===== config.mk =====
export PLATFORM = sky130hd
export DESIGN_NAME = sync_serial_port
export DESIGN_NICKNAME = d
export VERILOG_FILES = /design/src/rtl/ssp_pkg.sv /design/src/rtl/ssp_halfdiv.sv /design/src/rtl/ssp_engine.sv /design/src/rtl/sync_serial_port.sv
export SDC_FILE = /design/constraint.sdc
export NUM_CORES = 1
export LEC_CHECK = 0
export BUFFER_PORTS_ARGS = -buffer_cell sky130_fd_sc_hd__buf_4
export CORE_ASPECT_RATIO = 1.75
export CORE_MARGIN = 8
export CORE_UTILIZATION = 34
export CTS_BUF_LIST = sky130_fd_sc_hd__clkbuf_16
export DETAILED_ROUTE_END_ITERATION = 16
export PLACE_DENSITY = 0.63
export SLEW_MARGIN = 40
export SYNTH_ARGS = -nofsm -noshare
export SYNTH_HDL_FRONTEND = slang
export SYNTH_SLANG_ARGS = --single-unit

===== constraint.sdc =====
create_clock -name clk -period 1.8 [get_ports clk]
set_input_delay 0.18 -clock clk [delete_from_list [all_inputs] [get_ports clk]]
set_output_delay 0.18 -clock clk [all_outputs]
set_load 0.02 [all_outputs]

===== src/rtl/ssp_pkg.sv =====
package ssp_pkg;

    localparam int FRAME_BITS = 8;

    typedef enum logic [1:0] {
        A_TXB  = 2'd0,
        A_RXB  = 2'd1,
        A_FLAG = 2'd2,
        A_CTRL = 2'd3
    } reg_addr_e;

    typedef enum logic [1:0] {
        ENG_IDLE,
        ENG_LOW,
        ENG_HIGH
    } eng_state_e;

    typedef struct packed {
        logic ovr;
        logic full;
        logic empty;
    } flags_t;

    function automatic logic [7:0] pack_flags(flags_t f);
        return {5'b0, f};
    endfunction

endpackage


===== src/rtl/ssp_halfdiv.sv =====
module ssp_halfdiv #(
    parameter int HALF_DIV = 4
) (
    input  logic clk,
    input  logic rst,
    input  logic run,
    output logic tick
);
    localparam int CW = (HALF_DIV > 1) ? $clog2(HALF_DIV) : 1;

    logic [CW-1:0] cnt;

    assign tick = run && (cnt == CW'(HALF_DIV - 1));

    always_ff @(posedge clk) begin
        if (rst || !run || tick) cnt <= '0;
        else                     cnt <= cnt + 1'b1;
    end

endmodule


===== src/rtl/ssp_engine.sv =====
module ssp_engine
    import ssp_pkg::*;
#(
    parameter int HALF_DIV = 4,
    parameter int BITS     = FRAME_BITS
) (
    input  logic            clk,
    input  logic            rst,
    input  logic            go,
    input  logic            keep,
    input  logic            tx_en,
    input  logic            rx_en,
    input  logic [BITS-1:0] tx_word,
    input  logic            rxd,
    output logic            sck,
    output logic            txd,
    output logic            load,
    output logic            done_rx,
    output logic [BITS-1:0] rx_word
);
    localparam int IW = (BITS > 1) ? $clog2(BITS) : 1;

    eng_state_e      state;
    logic [IW-1:0]   bit_idx;
    logic [BITS-1:0] tx_sh, rx_sh;
    logic            fr_tx, fr_rx, sck_q, tick, last, done;

    ssp_halfdiv #(.HALF_DIV(HALF_DIV)) u_div (
        .clk (clk),
        .rst (rst),
        .run (state != ENG_IDLE),
        .tick(tick)
    );

    assign last    = (bit_idx == IW'(BITS - 1));
    assign load    = (state == ENG_IDLE) && go;
    assign done    = (state == ENG_HIGH) && tick && last && keep;
    assign done_rx = done && fr_rx;
    assign rx_word = rx_sh;
    assign sck     = sck_q;
    assign txd     = (state != ENG_IDLE && fr_tx) ? tx_sh[0] : 1'b1;

    always_ff @(posedge clk) begin
        if (rst) begin
            state   <= ENG_IDLE;
            sck_q   <= 1'b1;
            bit_idx <= '0;
            tx_sh   <= '0;
            rx_sh   <= '0;
            fr_tx   <= 1'b0;
            fr_rx   <= 1'b0;
        end else if (state != ENG_IDLE && !keep) begin
            state <= ENG_IDLE;
            sck_q <= 1'b1;
        end else begin
            case (state)
                ENG_IDLE: if (go) begin
                    state   <= ENG_LOW;
                    sck_q   <= 1'b0;
                    tx_sh   <= tx_word;
                    bit_idx <= '0;
                    fr_tx   <= tx_en;
                    fr_rx   <= rx_en;
                end
                ENG_LOW: if (tick) begin
                    state <= ENG_HIGH;
                    sck_q <= 1'b1;
                    rx_sh <= {rxd, rx_sh[BITS-1:1]};
                end
                ENG_HIGH: if (tick) begin
                    if (last) begin
                        state <= ENG_IDLE;
                    end else begin
                        state   <= ENG_LOW;
                        sck_q   <= 1'b0;
                        tx_sh   <= {1'b0, tx_sh[BITS-1:1]};
                        bit_idx <= bit_idx + 1'b1;
                    end
                end
                default: state <= ENG_IDLE;
            endcase
        end
    end

    // clock is high whenever no frame is running
    p_idle_clock_high_r4: assert property (@(posedge clk) disable iff (rst)
        (state == ENG_IDLE) |-> sck_q);

    // output data only moves at a falling edge
    p_data_steady_high_r4: assert property (@(posedge clk) disable iff (rst)
        (state == ENG_HIGH && !tick && keep) |=> $stable(txd));

endmodule


===== src/rtl/sync_serial_port.sv =====
module sync_serial_port
    import ssp_pkg::*;
#(
    parameter int HALF_DIV = 4
) (
    input  logic       clk,
    input  logic       rst,
    input  logic       wr_en,
    input  logic       rd_en,
    input  logic [1:0] addr,
    input  logic [7:0] wdata,
    output logic [7:0] rdata,
    output logic       sck,
    output logic       txd,
    input  logic       rxd
);
    logic [7:0] tdr, rdr, rx_word;
    flags_t     f;
    logic       te, re, armed;
    logic       wr_tdr, rd_rdr, rd_st, wr_st, wr_ctl;
    logic       go, load, done_rx;

    assign wr_tdr = wr_en && (addr == A_TXB);
    assign rd_rdr = rd_en && (addr == A_RXB);
    assign rd_st  = rd_en && (addr == A_FLAG);
    assign wr_st  = wr_en && (addr == A_FLAG);
    assign wr_ctl = wr_en && (addr == A_CTRL);

    assign go = (te || re) && !f.ovr && (!te || !f.empty);

    ssp_engine #(.HALF_DIV(HALF_DIV), .BITS(FRAME_BITS)) u_eng (
        .clk    (clk),
        .rst    (rst),
        .go     (go),
        .keep   (te || re),
        .tx_en  (te),
        .rx_en  (re),
        .tx_word(tdr),
        .rxd    (rxd),
        .sck    (sck),
        .txd    (txd),
        .load   (load),
        .done_rx(done_rx),
        .rx_word(rx_word)
    );

    always_ff @(posedge clk) begin
        if (rst) begin
            tdr     <= '0;
            rdr     <= '0;
            f.empty <= 1'b1;
            f.full  <= 1'b0;
            f.ovr   <= 1'b0;
            te      <= 1'b0;
            re      <= 1'b0;
            armed   <= 1'b0;
        end else begin
            if (wr_ctl) begin
                te <= wdata[0];
                re <= wdata[1];
            end
            if (wr_tdr) begin
                tdr     <= wdata;
                f.empty <= 1'b0;
            end else if (load && te) begin
                f.empty <= 1'b1;
            end
            if (done_rx) begin
                if (f.full && !rd_rdr) begin
                    f.ovr <= 1'b1;
                end else begin
                    rdr    <= rx_word;
                    f.full <= 1'b1;
                end
            end else if (rd_rdr) begin
                f.full <= 1'b0;
            end
            if (rd_st && f.ovr) armed <= 1'b1;
            if (wr_st && !wdata[2] && armed) begin
                f.ovr <= 1'b0;
                armed <= 1'b0;
            end
        end
    end

    always_comb begin
        case (reg_addr_e'(addr))
            A_TXB:   rdata = tdr;
            A_RXB:   rdata = rdr;
            A_FLAG:  rdata = pack_flags(f);
            default: rdata = {6'b0, re, te};
        endcase
    end

    p_tdr_write_clears_r2: assert property (@(posedge clk) disable iff (rst)
        wr_tdr |=> !f.empty);

    p_rdr_read_clears_r3: assert property (@(posedge clk) disable iff (rst)
        (rd_rdr && !done_rx) |=> !f.full);

    p_load_refills_r5: assert property (@(posedge clk) disable iff (rst)
        (load && te && !wr_tdr) |=> f.empty);

    p_no_stale_load_r7: assert property (@(posedge clk) disable iff (rst)
        (load && te) |-> !f.empty);

    p_overrun_keeps_rdr_r8: assert property (@(posedge clk) disable iff (rst)
        (done_rx && f.full && !rd_rdr) |=> ($stable(rdr) && f.ovr));

    p_ovr_blocks_start_r9: assert property (@(posedge clk) disable iff (rst)
        f.ovr |-> !load);

    p_ovr_sticky_r10: assert property (@(posedge clk) disable iff (rst)
        (f.ovr && !wr_st) |=> f.ovr);

endmodule


* Word-level counts from Yosys, hierarchy flattened
Cells that the tools add are included.
** Word-level totals
- Output and inout bits :: 10
- Logic and storage cells :: 105
- Bits in latches :: 0
- Register bits :: 48
- Bits of input ports :: 15
- Memory bits (writable) :: 0
- Memories kept :: 0
- Memory bits (read-only) :: 0
** Cells by class
- Reduce and logical (&&, ||, !) cells :: 48
- Add/sub/neg operators :: 2
- Eq/ne operators :: 12
- $mul :: 0
- Multiplexer cells :: 25
- Bitwise logic cells :: 2
- Order comparisons :: 0
- Div/mod/pow operators :: 0
- Shifts and indexed selects :: 0
** Operators by type and width (count)
- $mux 8 :: 3
- $pmux 8 s3 :: 1
- $logic_and 1x1->1 :: 20
- $pmux 8 s2 :: 1
- $mux 1 :: 11
- $reduce_and 5->1 :: 2
- $mux 3 :: 3
- $reduce_and 3->1 :: 3
- $eq 2x2->1 const B :: 4
- $reduce_bool 2->1 :: 4
- $logic_not 1->1 :: 7
- $mux 2 :: 3
- $ne 2x1->1 const B :: 3
- $pmux 2 s3 :: 1
- $pmux 3 s2 :: 1
- $reduce_and 2->1 :: 3
- $eq 2x1->1 const B :: 2
- $logic_not 2->1 :: 2
- $logic_or 1x1->1 :: 4
- $ne 2x2->1 const B :: 2
- $reduce_or 2->1 :: 2
- $add 3x1->3 const B :: 1
- $eq 3x3->1 const B :: 1
- $pmux 1 s3 :: 1
- other kinds (3) :: 4

* Logic depth before layout (Yosys ltp)
- Depth in word-level cells :: 8
- Mapped depth :: 6
- Gate-level depth less buffers :: 6

* Hierarchy
A second synthesis with hierarchy kept.
** Second synthesis, totals
- Cell total of the unflattened synthesis :: 248
- Area total of the unflattened synthesis :: 2351.0 µm²
** By module, submodules not included
- ssp_engine :: area an instance 1194.9 µm², instances 1, seq. area each 480.5 µm², cells each 135
- sync_serial_port :: area an instance 1069.8 µm², instances 1, seq. area each 440.4 µm², cells each 107
- ssp_halfdiv :: area an instance 86.3 µm², instances 1, seq. area each 40.0 µm², cells each 6

* Least setup slack after synthesis
OpenSTA, ideal clock, no wires.
- Kind :: register to register
- From :: register u_eng.bit_idx[0]
- To :: register u_eng.bit_idx[0]
- Data arrival time :: 1.767 ns
- Cell stages (with the launch flop) :: 7
- Library setup time :: 0.070 ns
- Data required time :: 1.730 ns
- Slack :: -0.038 ns
- Buffers on the path :: 0
- Period minus slack after synthesis :: 1.838 ns
- Cells stage by stage :: dfxtp_1 > ha_1 > ha_1 > nand2b_1 > a211o_1 > or4_1 > a21oi_1
** Between the ends
- Cells in the longest elaborated chain, start to end :: 4
- Elaborated cells between the ends (all ways) :: 7
- Those cells by class :: add/sub: 1; eq/ne: 2; mux: 3; reduce/logical: 1
** RTL lines
- start, declared :: RTL line ssp_engine.sv:24 : logic [IW-1:0] bit_idx;
- start signal, assigned :: RTL line ssp_engine.sv:77 : bit_idx <= bit_idx + 1'b1;
- $add 3x1->3 :: RTL line ssp_engine.sv:77
- $mux 3 :: RTL line ssp_engine.sv:71 : if (last) begin
- $mux 3 :: RTL line ssp_engine.sv:70 : ENG_HIGH: if (tick) begin
- $pmux 3 s2 :: RTL line ssp_engine.sv:56 : case (state)
Parallel ways exist; a longest one is shown, timed or not. The select of a mux whose other input is x is not followed.
A chain may end at the register's enable or synchronous reset.

* Final worst setup path
- From :: register u_eng.bit_idx[1]
- To :: register u_eng.bit_idx[0]
** Between the ends
- Cells in the longest elaborated chain, start to end :: 3
** RTL lines
- $eq 3x3->1 :: RTL line ssp_engine.sv:35 : assign last = (bit_idx == IW'(BITS - 1));
- $ne 2x2->1 (no line)
- $reduce_and 5->1 (no line)
Every way passes these cells.

==> results.ini <==
[pwr]
switchingPower_mw=0.514
powerDensity_mw_per_mm2=906
ir_drop_uv=500
combPwrFrac_pct=7.2
p_leak_nw=1.04
p_seq_share_pct=44.5
swShare_pct=20.7
power_mw=2.48
p_clk_share_pct=48.3
p_int_mw=1.97

[clock_network]
clkLatencyLatePin_ns=0.29
root_buffer=clkbuf_16
clock-sinks=48
clk_pin_slew_worst_paths_ns=0.07
cts_made_buffers=5
clockBufferDepth=2
htree_levels=2
cts_tree=yes
cts_hold_buffers=0

[route]
drtAntennaViolNets=0
drt-initial-drc-count=79
dr_total_vias=1712
viasPerCell=5.14
drc=0
routed_wl_mm=4.91
wire_per_inst_um=14.7
drtPass1Iterations=4

[logic_synthesis]
syn_avg_cell_area_sq_um=9.70
syn_inst=219
synth_top_cell_area_share_pct=45.3
synth_nets=237
ys_warn_count=0
synth_largest_area_cell=dfxtp_1
ys_seq_area_share_pct=45.3
synth.ff_latch_count=48
ys_top_cells_by_area=dfxtp_1 45%, mux2i_1 18%, nor2_1 7.1%, a21oi_1 4.2%, a211oi_1 2.5%
synthesis.area_sq_mm=0.00212
synth_cell_types=37

[placement]
hpwl_mm=3.63
gp_congestion=0.760
post-place-ws_ns=-0.0824
io_buffer_count=24

[worst_setup_path]
worst-setup-path-type=reg -> reg
end_kind=flip-flop
crit_required_ns=2.02
critPathBufInv=0
path_max_fanout=6
crit_top_cell=ha_4
crit_chain=ha_4 > ha_4 > nand2b_4 > a211o_4 > or4_4 > a21oi_2
cpMaxStageDelayCell=or4_4
cpPeakStageDelay_ns=0.49
cp-start-kind=flip-flop
worstPathArrival_ns=2.03
cp_top_family=simple AND/OR/NAND/NOR gates

[timing]
finalHoldViolCount=0
fin_crit_ns=1.81
maxSlewHeadroom_pct=43.4
setup_viol=1
fmax_mhz=552
fin_ws_ns=-0.0127
post-route-period-util_pct=101
finalSetupTns_ns=-0.0127
rsz0062_at_grt=yes
worst_slew_pin_slew_ns=0.846
finalClockSkew_ns=0.00759
slew_violations=0

[die]
dieArea_sq_mm=0.00913
die_w_um=75.7
die_y_um=121
core_sq_mm=0.00613
row_count=38
boundaryPins=25
start_util_pct=34.6

[grt]
grt_pass1_wl_mm=8.25
antenna_found_initial=0
grt_max_degree=46
overflow=0
first_global_vias=1769
gr-usage-all-layers_pct=11.7

[final_layout]
num_antenna_cells=0
final_nets=270
multiInputGateArea_sq_mm=0.00116
seq_area_sq_um=963
drive_gt1_share_pct=26.1
syn2layout_area_growth_pct=29.1
fillers=605

[outcome]
failed_checks=negative setup slack
outcome=finished with violations

[hold_path]
hp-class=in -> reg

[job]
maxCapViolCount=0

-- power by group through the flow --
stage / Sequential (mW) / Combinational, mW / Clock, mW
after detailed placement: 1.13 / 0.178 / 0
after global placement: 1.13 / 0.176 / 0
final: 1.10 / 0.180 / 1.20
after floorplan: 1.12 / 0.113 / 0
after global routing: 1.11 / 0.198 / 1.27
after CTS: 1.10 / 0.180 / 1.22
-- logic make-up after synthesis --
| family | Yosys count | synth area share, % |
|---|---|---|
| DFF | 48 | 45.3 |
| adders and majority gates | 3 | 1.77 |
| muxes | 41 | 20.5 |
| and+or+nand+nor | 70 | 16.3 |
| AOI/OAI and AO/OA | 42 | 13.1 |
| buffers and inverters | 15 | 3.12 |
-- per-layer routing --
metal / routed length (um) / part of all wire [%] / track usage (%) / vias to the layer above
met2: 2710 / 55 / 21.5 / 25
met4: 140 / 2.9 / 5.93 / 0
li1: - / - / - / 849
met5: 0 / 0 / 0 / -
met3: 143 / 2.9 / 2.74 / 11
met1: 1910 / 39 / 11.5 / 827
-- sequential cells by signal, indices dropped and copies added, names as in the netlist --
| register | cells |
|---|---|
| armed | 1 |
| f | 3 |
| rdr | 8 |
| re | 1 |
| tdr | 8 |
| te | 1 |
| u_eng.bit_idx | 3 |
| u_eng.fr_rx | 1 |
| u_eng.fr_tx | 1 |
| u_eng.rx_word | 8 |
| u_eng.sck | 1 |
| u_eng.state | 2 |
| u_eng.tx_sh | 8 |
| u_eng.u_div.cnt | 2 |
-- placed cells by master (no fill, tap or decap), drive strengths merged --
| master | n |
|---|---|
| a2111oi | 1 |
| a211o | 1 |
| a211oi | 8 |
| a21boi | 1 |
| a21o | 1 |
| a21oi | 18 |
| a31oi | 2 |
| a32oi | 1 |
| and2 | 1 |
| buf | 38 |
| bufinv | 2 |
| clkbuf | 5 |
| dfxtp | 48 |
| ha | 3 |
| inv | 4 |
| mux2i | 39 |
| mux4 | 2 |
| nand2 | 5 |
| nand2b | 1 |
| nand3 | 3 |
| nand3b | 5 |
| nand4 | 3 |
| nor2 | 41 |
| nor2b | 3 |
| nor3b | 1 |
| nor4 | 1 |
| nor4b | 1 |
| o21ai | 7 |
| o21bai | 2 |
| or2 | 3 |
| or3 | 1 |
| or4 | 1 |
-- final timing paths --
check / end / slack [ns] / cells past startpoint / start
min reg2reg: u_eng.u_div.cnt[0] / 0.44 / 1 / u_eng.u_div.cnt[0]
min: u_eng.rx_word[7] / 0.12 / 3 / rxd
max: u_eng.bit_idx[0] / -0.01 / 6 / u_eng.bit_idx[1]
max reg2reg: u_eng.bit_idx[0] / -0.01 / 6 / u_eng.bit_idx[1]
-- cell type report --
class | count | share of cell area, %
timing repair buffer | 38 | 11.3
multi-input combinational | 156 | 42.4
sequential | 48 | 35.1
clock inverter | 3 | 2.51
tap | 80 | 3.65
clock buffer | 5 | 4.56
inverter | 3 | 0.411
-- synthesized netlist by cell type --
library cell and instances:
inv_1 3, a211oi_2 1, nor2_2 1, mux4_2 2, buf_6 1, a211oi_1 7, nor4_1 1, clkbuf_1 6
nand2b_1 1, or4_1 1, nor4b_1 1, dfxtp_1 48, nand3b_1 4, a31oi_1 2, o21bai_1 2, a2111oi_4 1
a32oi_1 1, a21o_1 1, or2_1 1, a21oi_1 18, a211o_1 1, nand3b_4 1, or3_1 1, buf_2 2
nand4_1 3, o21ai_0 7, buf_1 3, nand3_1 3, nor2_1 40, and2_1 1, ha_1 3, a21boi_0 1
mux2i_1 39, nand2_1 5, or2_2 2, nor3b_1 1, nor2b_1 3
-- worst min-delay path: cells and delay by family --
family                 cells  cell delay, ns
buffers and inverters      1            0.08
multiplexers               1            0.05
AND/OR/NAND/NOR            1            0.07
-- per-stage QoR --
step           utilization, %  area (sq um)  cells  hold slack [ns]
2_1_floorplan               -          2120    219            0.324
3_3_place_gp             40.4          2480    324            0.412
3_5_place_dp             40.4          2480    324            0.422
4_1_cts                  44.4          2720    334            0.121
5_1_grt                  44.7          2740    333            0.130
6_report                 44.7          2740    333            0.123
-- timing repair --
action                     4_1_cts  5_1_grt
pin swaps                        4        4
gates resized for setup          8        6
setup endpoints to repair        8       17
setup buffers                    2        0
No activity file was read; power rests on OpenSTA's default activity.
